File: config.mk
export PLATFORM = sky130hd
export DESIGN_NAME = frame_reset_ctrl
export DESIGN_NICKNAME = d
export VERILOG_FILES = /design/src/rtl/frr_pkg.sv /design/src/rtl/frr_sync.sv /design/src/rtl/frr_phase.sv /design/src/rtl/frr_ready.sv /design/src/rtl/frame_reset_ctrl.sv
export SDC_FILE = /design/constraint.sdc
export NUM_CORES = 1
export LEC_CHECK = 0
export BUFFER_PORTS_ARGS = -buffer_cell sky130_fd_sc_hd__buf_2
export CAP_MARGIN = 30
export CORE_UTILIZATION = 45
export CTS_CLUSTER_DIAMETER = 80
export DETAILED_ROUTE_END_ITERATION = 8
export PLACE_DENSITY = 0.66
export SYNTH_ARGS = -nofsm -noshare
export SYNTH_HDL_FRONTEND = slang
export SYNTH_SLANG_ARGS = --single-unit
export TNS_END_PERCENT = 30
File: constraint.sdc
create_clock -name clk -period 1.2 [get_ports clk]
set_input_delay 0.24 -clock clk [delete_from_list [all_inputs] [get_ports clk]]
set_output_delay 0.24 -clock clk [all_outputs]
set_load 0.01 [all_outputs]
File: src/rtl/frr_pkg.sv
package frr_pkg;

  typedef enum logic {
    PARK_HIGH = 1'b0,
    PARK_HIZ  = 1'b1
  } park_e;

  function automatic int cnt_w(input int maxv);
    return (maxv < 2) ? 1 : $clog2(maxv + 1);
  endfunction

endpackage

File: src/rtl/frr_sync.sv
module frr_sync #(
  parameter int STAGES = 2
) (
  input  logic clk,
  input  logic arst_n,
  output logic q
);
  logic [STAGES-1:0] sh;

  generate
    if (STAGES == 1) begin : g_one
      always_ff @(posedge clk or negedge arst_n) begin
        if (!arst_n) sh <= '0;
        else         sh <= 1'b1;
      end
    end else begin : g_many
      always_ff @(posedge clk or negedge arst_n) begin
        if (!arst_n) sh <= '0;
        else         sh <= {sh[STAGES-2:0], 1'b1};
      end
    end
  endgenerate

  assign q = sh[STAGES-1];
endmodule

File: src/rtl/frr_phase.sv
module frr_phase #(
  parameter int WIN_LO = 96,
  parameter int WIN_HI = 104
) (
  input  logic clk,
  input  logic pulse,
  output logic in_win
);
  localparam int W   = frr_pkg::cnt_w(WIN_HI + 1);
  localparam logic [W-1:0] CAP = W'(WIN_HI + 1);
  localparam logic [W-1:0] LO  = W'(WIN_LO);
  localparam logic [W-1:0] HI  = W'(WIN_HI);

  // Phase timing is kept across reset on purpose: it decides the release.
  logic [W-1:0] phase;

  always_ff @(posedge clk) begin
    if (pulse)             phase <= '0;
    else if (phase != CAP) phase <= phase + 1'b1;
  end

  assign in_win = (phase >= LO) && (phase <= HI);
endmodule

File: src/rtl/frr_ready.sv
module frr_ready #(
  parameter int DELAY = 2000
) (
  input  logic clk,
  input  logic arst_n,
  input  logic run,
  output logic ready
);
  localparam int W = frr_pkg::cnt_w(DELAY);
  localparam logic [W-1:0] LAST = W'(DELAY - 1);

  logic [W-1:0] cnt;

  always_ff @(posedge clk or negedge arst_n) begin
    if (!arst_n) begin
      cnt   <= '0;
      ready <= 1'b0;
    end else if (run && !ready) begin
      cnt <= cnt + 1'b1;
      if (cnt == LAST) ready <= 1'b1;
    end
  end
endmodule

File: src/rtl/frame_reset_ctrl.sv
module frame_reset_ctrl #(
  parameter int NUM_PORTS   = 2,
  parameter int SYNC_STAGES = 2,
  parameter int WIN_LO      = 96,
  parameter int WIN_HI      = 104,
  parameter int READY_DELAY = 2000
) (
  input  logic                 clk,
  input  logic                 rst_req_n,
  input  logic                 frame_pulse,
  input  logic                 out_en,
  input  logic [NUM_PORTS-1:0] park_hiz,
  output logic                 int_rst_n,
  output logic                 access_ready,
  output logic [NUM_PORTS-1:0] force_high,
  output logic [NUM_PORTS-1:0] force_hiz
);
  import frr_pkg::*;

  logic req_sync;
  logic in_win;
  logic released;
  logic park;

  frr_sync #(.STAGES(SYNC_STAGES)) u_sync (
    .clk    (clk),
    .arst_n (rst_req_n),
    .q      (req_sync)
  );

  frr_phase #(.WIN_LO(WIN_LO), .WIN_HI(WIN_HI)) u_phase (
    .clk    (clk),
    .pulse  (frame_pulse),
    .in_win (in_win)
  );

  always_ff @(posedge clk or negedge rst_req_n) begin
    if (!rst_req_n)                          released <= 1'b0;
    else if (!released && req_sync && !in_win) released <= 1'b1;
  end

  assign int_rst_n = released;

  frr_ready #(.DELAY(READY_DELAY)) u_ready (
    .clk    (clk),
    .arst_n (rst_req_n),
    .run    (released),
    .ready  (access_ready)
  );

  assign park = !released || !out_en;

  generate
    for (genvar i = 0; i < NUM_PORTS; i++) begin : g_port
      park_e mode;
      assign mode          = park_e'(park_hiz[i]);
      assign force_hiz[i]  = park && (mode == PARK_HIZ);
      assign force_high[i] = park && (mode == PARK_HIGH);
    end
  endgenerate
endmodule

==> impl_metrics.ini, run 1 <==
[flow_run]
drv_cap = 0

[grt]
grt_use_met3_pct = 3.333
grt_max_degree = 16
grt_antenna_before_repair = 0
grt_use_total_pct = 17.39
busiest_layer = met2
first_global_vias = 746
grt_pass1_wl_um = 3284
grtUsageMet1_pct = 24.42
overflow = 0
met2_usage_pct = 25.78

[logic_synthesis]
synthesis.nets = 107
synth_edf_count = 0
synthArstFlopShare_pct = 68.18
yosysUniqueCellTypes = 29
syn_inst = 97
ys_warn_count = 0
synthTopCellsByArea = dfrtp_1 35%, dfxtp_1 13%, xor2_1 6.6%, ha_1 4.7%, xnor2_1 4.1%
syn_area_um2 = 1067
ys.flop_type = dfrtp_1
avgSynthCellArea_um2 = 11.00
synth_top_area_share_pct = 35.17
yosysSeqAreaShare_pct = 48.30
synth_largest_area_cell = dfrtp_1
ys_seq_elements = 22

[setup_path]
end_kind = output pin
worstPathMaxFanout = 5
worstPathRequired_ps = 960
cp.arrival_ps = 1100
path_class = reg -> out
startpoint_type = flip-flop
max_stage_delay_ps = 430
r2r_cells = 4
cp_slowest_cell = dfrtp_2
worstPathCellList = buf_6 > a21oi_2 > buf_2

[floorplanning]
io_pins = 12
die_h_um = 50.70
core_um2 = 2233
start_util_pct = 47.79
dieWidth_um = 50.70
rows = 17
floorplan.die_area_um2 = 2570

[finish]
diodes = 0
layout.nets = 134
drive_above_1_share_pct = 39.02
area_growth_pct = 26.26
finalInstanceArea_um2 = 1348
layout_commonest_cell = dfrtp_1
final_util_pct = 60.34
layout_common_cells = 13 x dfrtp_1, 10 x buf_2, 9 x buf_4

[sta]
min_period_ps = 1335
rsz0062_at_grt = yes
slew_viol_final = 0
whs_ps = 185.7
finalCritPeriodShare_pct = 111.3
fmax_mhz = 749.0
hold_violations = 0
setup_ws_ps = -135.0
setup_viol = 6
fin_worst_skew_ps = 8.567

[pwr]
p_leak_uw = 0.0005807
vdd_drop_max_v = 0.001049
powerDensity_nw_per_um2 = 1418

[clock_network]
clk_pin_slew_ps = 110
htree_levels = 1
clock_latency_ps = 310
clockBufferDepth = 2
cts_tree = done
cts_root_buf = clkbuf_4
clkSinkCount = 22
numCtsBuffers = 3

[min_path]
holdPathStages = 2
hold_path.class = in -> reg

[place]
port_buffers = 11
gp_congestion = 0.7801
postPlaceCellArea_um2 = 1217
place_hpwl_um = 1368

[routing]
first_pass_iters = 4
drcViolationCount = 0
drt_wl_total_um = 1931
vias = 771
viasPerCell = 5.106
drt-initial-drc-count = 11
antenna_left = 0
routedWlPerCell_um = 12.79

[run_status]
status = finished, violations left
failed_checks = setup timing
metal layers:
metal  wire (um)  share of wire [%]  up-vias
li1            -                  -      390
met1        1031                 53      364
met2         820                 42       15
met3          69                3.6        2
met4          10               0.52        0
met5           0                  0        -
through the flow:
step	cells	setup WS [ps]	power, uW	TNS (ps)
2_1_floorplan	97	20.70	1347	0
6_report	151	-135.0	1911	-547.0
3_3_place_gp	144	17.90	1464	0
4_1_cts	150	-142.2	1867	-607.3
3_5_place_dp	144	-37.74	1485	-45.11
5_1_grt	151	-193.1	2040	-1206
synthesized netlist by cell type (3+ instances only):
library cell	n
dfrtp_1	15
xor2_1	8
dfxtp_1	7
nor3_1	7
a21oi_1	6
nand2_1	5
nand3_1	5
nor2_1	5
xnor2_1	5
ha_1	4
inv_1	4
o21ai_0	3
flip-flops by register name, summed over array words and instances (netlist names):
signal and count:
u_ready.ready 1, u_phase.phase 7, int_rst_n 1, u_sync.sh 2, u_ready.cnt 11
cell families after synthesis:
logic type,share of synthesized area [%]
flops,48.30
mux,1.055
compound gates,7.972
buf+inv,2.461
other cells,0.3514
simple gates,24.50
fa+ha+maj,4.690
xor+xnor,10.67
path summary, 6_finish.rpt:
| path | start | end | slack (ps) |
|---|---|---|---|
| max | int_rst_n | force_high[1] | -140 |
| min | frame_pulse | u_phase.phase[1] | 190 |
| max reg2reg | u_ready.cnt[0] | u_ready.ready | 0 |
| min reg2reg | u_sync.sh[0] | u_sync.sh[1] | 360 |
| max in group asynchronous | rst_req_n | int_rst_n | 580 |
| min in group asynchronous | rst_req_n | u_ready.cnt[6] | 340 |
critical path: cells and delay by family (launching register included):
family          cells  cell delay [ps]
buf+inv             2              260
flops               1              430
compound gates      1              100
power by group:
part	leakage, uW	internal, uW	switching (uW)
Combinational	0.000324	228	307
Sequential	0.000242	875	150
Clock	0.0000150	130	222
Total	0.000581	1230	679
cell type report:
cell class | count | area [um2]
sequential | 22 | 523.0
clock buffer | 4 | 26.28
timing repair buffer | 23 | 161.4
inverter | 4 | 15.01
fill | 193 | 885.9
multi-input combinational | 70 | 586.8
tap | 28 | 35.03
timing repair:
action / in CTS / in global routing
buffers inserted: 1 / 1
hold buffers: 1 / 0
endpoints found under the hold margin: 15 / 0
pin swaps: 10 / 6
setup endpoints to repair: 11 / 19
gates resized for setup: 14 / 8
Power figures use the tool's default switching activity.
==> inputs of run 2 (changes only) <==
--- a/config.mk
+++ b/config.mk
@@ -7,6 +7,7 @@
 export LEC_CHECK = 0
 export BUFFER_PORTS_ARGS = -buffer_cell sky130_fd_sc_hd__buf_2
 export CAP_MARGIN = 30
+export CORE_ASPECT_RATIO = 0.75
 export CORE_UTILIZATION = 45
 export CTS_CLUSTER_DIAMETER = 80
 export DETAILED_ROUTE_END_ITERATION = 8
==> run 2 against run 1 <==
Effect of this change:
- highest routed layer unchanged
- the run still ends with setup timing left
- largest cell class unchanged
- worst setup slack worse by 35 ps
- clock skew grew 1.3 ps
- final cell count up 0.66%
- wire length up 4.9%
- via count down 0.13%
- design area shrank 1.1%
==> impl_metrics.ini, run 2 (synthesis results as in run 1) <==
[pwr]
powerDensity_nw_per_um2 = 1458
vdd_drop_max_v = 0.001012
p_leak_uw = 0.0005544

[setup_path]
r2r_cells = 4
worstPathMaxFanout = 4
worstPathRequired_ps = 960
worstPathCellList = buf_6 > a21oi_2 > buf_2
startpoint_type = flip-flop
path_class = reg -> out
critPathBufInv = 2
end_kind = output pin
critPathTopFamily = flip-flops
cp.arrival_ps = 1130
max_stage_delay_ps = 450
cp_slowest_cell = dfrtp_2
crit_cells = 3

[sta]
setup_tns_ps = -761.6
fmax_mhz = 730.1
setup_viol = 8
slew_viol_final = 0
finalCritPeriodShare_pct = 114.1
whs_ps = 172.1
fin_worst_skew_ps = 9.881
hold_violations = 0
setup_ws_ps = -169.7
rsz0062_at_grt = yes
min_period_ps = 1370

[run_status]
failed_checks = setup timing
status = finished, violations left

[finish]
diodes = 0
area_growth_pct = 24.85
drive_above_1_share_pct = 41.67
layout_commonest_cell = dfrtp_1
largest_reg_flops = 11
layout_common_cells = 13 x dfrtp_1, 10 x buf_2, 8 x xor2_1
largest-register = u_ready.cnt
layout.nets = 131
finalInstanceArea_um2 = 1333
reg_top3 = u_ready.cnt x11, u_phase.phase x7, u_sync.sh x2

[place]
gp_congestion = 0.7774
port_buffers = 11
pre_cts_slack_ps = -45.50
postPlaceCellArea_um2 = 1207
place_hpwl_um = 1403

[floorplanning]
floorplan.die_area_um2 = 2573
die_h_um = 44.18
dieWidth_um = 58.24
core_um2 = 2120
rows = 14
start_util_pct = 50.35
io_pins = 12

[clock_network]
clockBufferDepth = 2
cts_root_buf = clkbuf_4
clkSinkCount = 22
clk_pin_slew_ps = 120
htree_levels = 1
cts_tree = done
numCtsBuffers = 3
clock_latency_ps = 320

[grt]
grt_pass1_wl_um = 3284
first_global_vias = 692
grt_use_total_pct = 17.49
overflow = 0
grt_max_degree = 16
grt_antenna_before_repair = 0

[flow_run]
drv_cap = 0

[routing]
antenna_left = 0
vias = 770
routedWlPerCell_um = 13.32
viasPerCell = 5.066
drcViolationCount = 0
drt-initial-drc-count = 14
first_pass_iters = 4
drt_wl_total_um = 2025

[min_path]
hold_path.class = in -> reg
holdPathStages = 2
[run 2: changes by cell type in the layout (fill, tap and decap cells not counted), moves of 2 or more]
cell / before / now
buf_4: 9 / 6
nor3_2: 0 / 3
a21boi_0: 0 / 2
a21boi_2: 2 / 0
nand3_1: 5 / 3
nand3_2: 1 / 3
nor3_1: 6 / 4
[run 2: final cells by class]
| cell class | instances | area [um2] |
|---|---|---|
| multi-input combinational | 70 | 578.1 |
| sequential | 22 | 524.3 |
| clock buffer | 4 | 36.28 |
| inverter | 4 | 15.01 |
| tap | 32 | 40.04 |
| timing repair buffer | 20 | 138.9 |
| fill | 174 | 787.0 |
[run 2: repair_timing]
item	CTS	global route
pin swaps	5	2
setup buffers	1	0
gates resized for setup	11	10
setup endpoints to repair	13	16
endpoints found under the hold margin	15	0
hold buffers	1	0
[run 2: power by group]
group / internal, uW / switching [uW]
clock network: 186 / 229
logic: 210 / 278
registers: 875 / 165
total: 1270 / 672
[run 2: final timing paths]
path                                startpoint          endpoint  slack (ps)
worst max register to register  u_ready.cnt[0]    u_ready.cnt[8]         -60
worst min-delay path               frame_pulse  u_phase.phase[5]         170
max in group asynchronous            rst_req_n         int_rst_n         600
worst max-delay path                 int_rst_n     force_high[0]        -170
min in group asynchronous            rst_req_n   u_ready.cnt[10]         330
worst min register to register    u_sync.sh[0]      u_sync.sh[1]         360
[run 2: stage by stage]
stage / total power [uW] / util, % / std cells
detailed placement: 1488 / 56.97 / 146
floorplan: 1347 / - / 97
finish: 1943 / 62.87 / 152
global route: 2067 / 62.87 / 152
CTS: 1915 / 60.86 / 152
global placement: 1473 / 56.97 / 146
[run 2: worst register-to-register path, cell delays in order (launching register included)]
cell and delay (ps):
dfrtp_1 420, ha_2 220, nand3b_4 150, nor4_2 260, xor2_1 160
[run 2: routing by layer]
layer  routed length (um)  global-route usage [%]
met3                  111                   6.140
met1                 1047                   26.31
met4                   28                   5.714
met2                  838                   23.22
met5                    0                       0
==> inputs of run 3 (changes only) <==
--- a/config.mk
+++ b/config.mk
@@ -7,11 +7,12 @@
 export LEC_CHECK = 0
 export BUFFER_PORTS_ARGS = -buffer_cell sky130_fd_sc_hd__buf_2
 export CAP_MARGIN = 30
-export CORE_ASPECT_RATIO = 0.75
+export CORE_ASPECT_RATIO = 1.1
 export CORE_UTILIZATION = 45
 export CTS_CLUSTER_DIAMETER = 80
 export DETAILED_ROUTE_END_ITERATION = 8
-export PLACE_DENSITY = 0.66
+export GPL_TIMING_DRIVEN = 0
+export PLACE_DENSITY = 0.72
 export SYNTH_ARGS = -nofsm -noshare
 export SYNTH_HDL_FRONTEND = slang
 export SYNTH_SLANG_ARGS = --single-unit
==> run 3 against run 2 <==
Effect of this change:
- the flow still finishes with violations (setup timing)
- combinational power rose by 4.7%
- total power rose by 3.8%
- count of clock-buffer cells in the layout did not move
- utilization fell by 3.9 points
- first-iteration DRC count fell by 43%
- non-clock buffer count fell by 2
- clock skew rose by 9.6 ps
- critical path depth fell by 1
- fmax rose by 3.9%
- flip-flop and latch count did not move
- sequential power barely moved
- wire length fell by 5.3%
==> impl_metrics.ini, run 3 (synthesis results as in run 1) <==
[finish]
layout.nets = 129
largest-register = u_ready.cnt
final_util_pct = 59.00
finalInstanceArea_um2 = 1329
layout_common_cells = 14 x dfrtp_1, 11 x buf_2, 8 x xor2_1
fill_cells = 188
reg_top3 = u_ready.cnt x11, u_phase.phase x7, u_sync.sh x2
drive_above_1_share_pct = 39.83
area_growth_pct = 24.50
instances_no_fill = 148
diodes = 0
layout_commonest_cell = dfrtp_1
largest_reg_flops = 11

[min_path]
holdPathStages = 2
hold_path.class = in -> reg

[routing]
drt-initial-drc-count = 8
first_pass_iters = 4
routedWlPerCell_um = 12.96
antenna_left = 0
top_layer_used = met3
wl_met3_um = 67
wl_met2_um = 1041
vias = 752
met1_length_um = 809
viasPerCell = 5.081
drt_wl_total_um = 1918
drcViolationCount = 0

[setup_path]
r2r_cells = 4
startpoint_type = flip-flop
worstPathMaxFanout = 6
end_kind = output pin
path_class = reg -> out
cp.arrival_ps = 1080
worstPathRequired_ps = 960

[place]
dp.cells = 138
pre_cts_slack_ps = -77.77
postPlaceCellArea_um2 = 1164
port_buffers = 11
place_hpwl_um = 1263
gp_congestion = 0.7969

[sta]
whs_ps = 162.3
fin_worst_skew_ps = 19.49
slew_viol_final = 0
rsz0062_at_grt = yes
finalCritPeriodShare_pct = 109.9
min_period_ps = 1319
hold_violations = 0
fmax_mhz = 758.4
setup_viol = 10
setup_ws_ps = -118.6

[clock_network]
cts_tree = done
clk_pin_slew_ps = 130
clkSinkCount = 22
cts_root_buf = clkbuf_4
numCtsBuffers = 3
clock_latency_ps = 310
htree_levels = 1
clockBufferDepth = 2

[run_status]
failed_checks = setup timing
status = finished, violations left

[floorplanning]
die_h_um = 53.08
io_pins = 12
floorplan.die_area_um2 = 2571
start_util_pct = 47.39
dieWidth_um = 48.44
rows = 18
core_um2 = 2252

[grt]
grt_antenna_before_repair = 0
grt_pass1_wl_um = 3098
grt_max_degree = 16
grt_use_total_pct = 16.42
first_global_vias = 739
overflow = 0

[pwr]
p_leak_uw = 0.0005568
vdd_drop_max_v = 0.001395
powerDensity_nw_per_um2 = 1518

[flow_run]
drv_cap = 0
==> run 3: cell types whose count changed in the layout (fill, tap and decap cells not counted), moves of 2 or more <==
cell      delta
a21boi_0     -2
buf_6        -2
dfxtp_2      -2
dfxtp_4      +2
==> run 3: routing by layer <==
layer / up-vias / global-route usage, %
met5: - / 0
met4: 0 / 3.922
met3: 0 / 6.034
met2: 12 / 32.16
met1: 365 / 16.70
li1: 375 / -
==> run 3: area by class of cell <==
type                            instances  area (um2)  share of cell area [%]
Clock buffer                            4       47.55                   3.578
Multi-Input combinational cell         70       586.8                   44.16
Buffer                                  1       11.26                  0.8475
Tap cell                               30       37.54                   2.825
Inverter                                4       15.01                   1.130
Timing Repair Buffer                   17       102.6                   7.721
Sequential cell                        22       528.0                   39.74
==> run 3: critical path, cell delays in order (launching register included) <==
cell      delay, ps
dfrtp_2         480
a21boi_1        140
buf_2           140
==> run 3: power by group <==
| group | leakage [uW] | internal (uW) | total (uW) | switching (uW) |
|---|---|---|---|---|
| clock | 0.0000261 | 254 | 478 | 223 |
| sequential | 0.000244 | 870 | 1030 | 159 |
| combinational | 0.000286 | 218 | 511 | 293 |
| total | 0.000557 | 1340 | 2020 | 675 |
==> run 3: metrics by stage <==
stage          TNS, ps  power [uW]
2_1_floorplan        0        1347
3_3_place_gp    -124.2        1440
3_5_place_dp    -217.5        1455
4_1_cts         -905.6        1970
5_1_grt          -1819        2153
6_report        -826.4        2018
==> run 3: final timing paths <==
check / start / end / slack (ps)
max reg2reg: int_rst_n / u_ready.cnt[1] / -90
min in group asynchronous: rst_req_n / u_ready.cnt[9] / 330
min: frame_pulse / u_phase.phase[1] / 160
max: int_rst_n / force_hiz[0] / -120
min reg2reg: u_sync.sh[0] / u_sync.sh[1] / 360
max in group asynchronous: rst_req_n / u_sync.sh[1] / 610
==> run 3: what timing repair did <==
| item | in CTS | in global routing |
|---|---|---|
| hold buffers | 1 | 0 |
| buffers inserted | 2 | 3 |
| pin swaps | 5 | 7 |
| endpoints found under the hold margin | 15 | 0 |
| setup endpoints to repair | 13 | 19 |
| gates resized for setup | 12 | 10 |
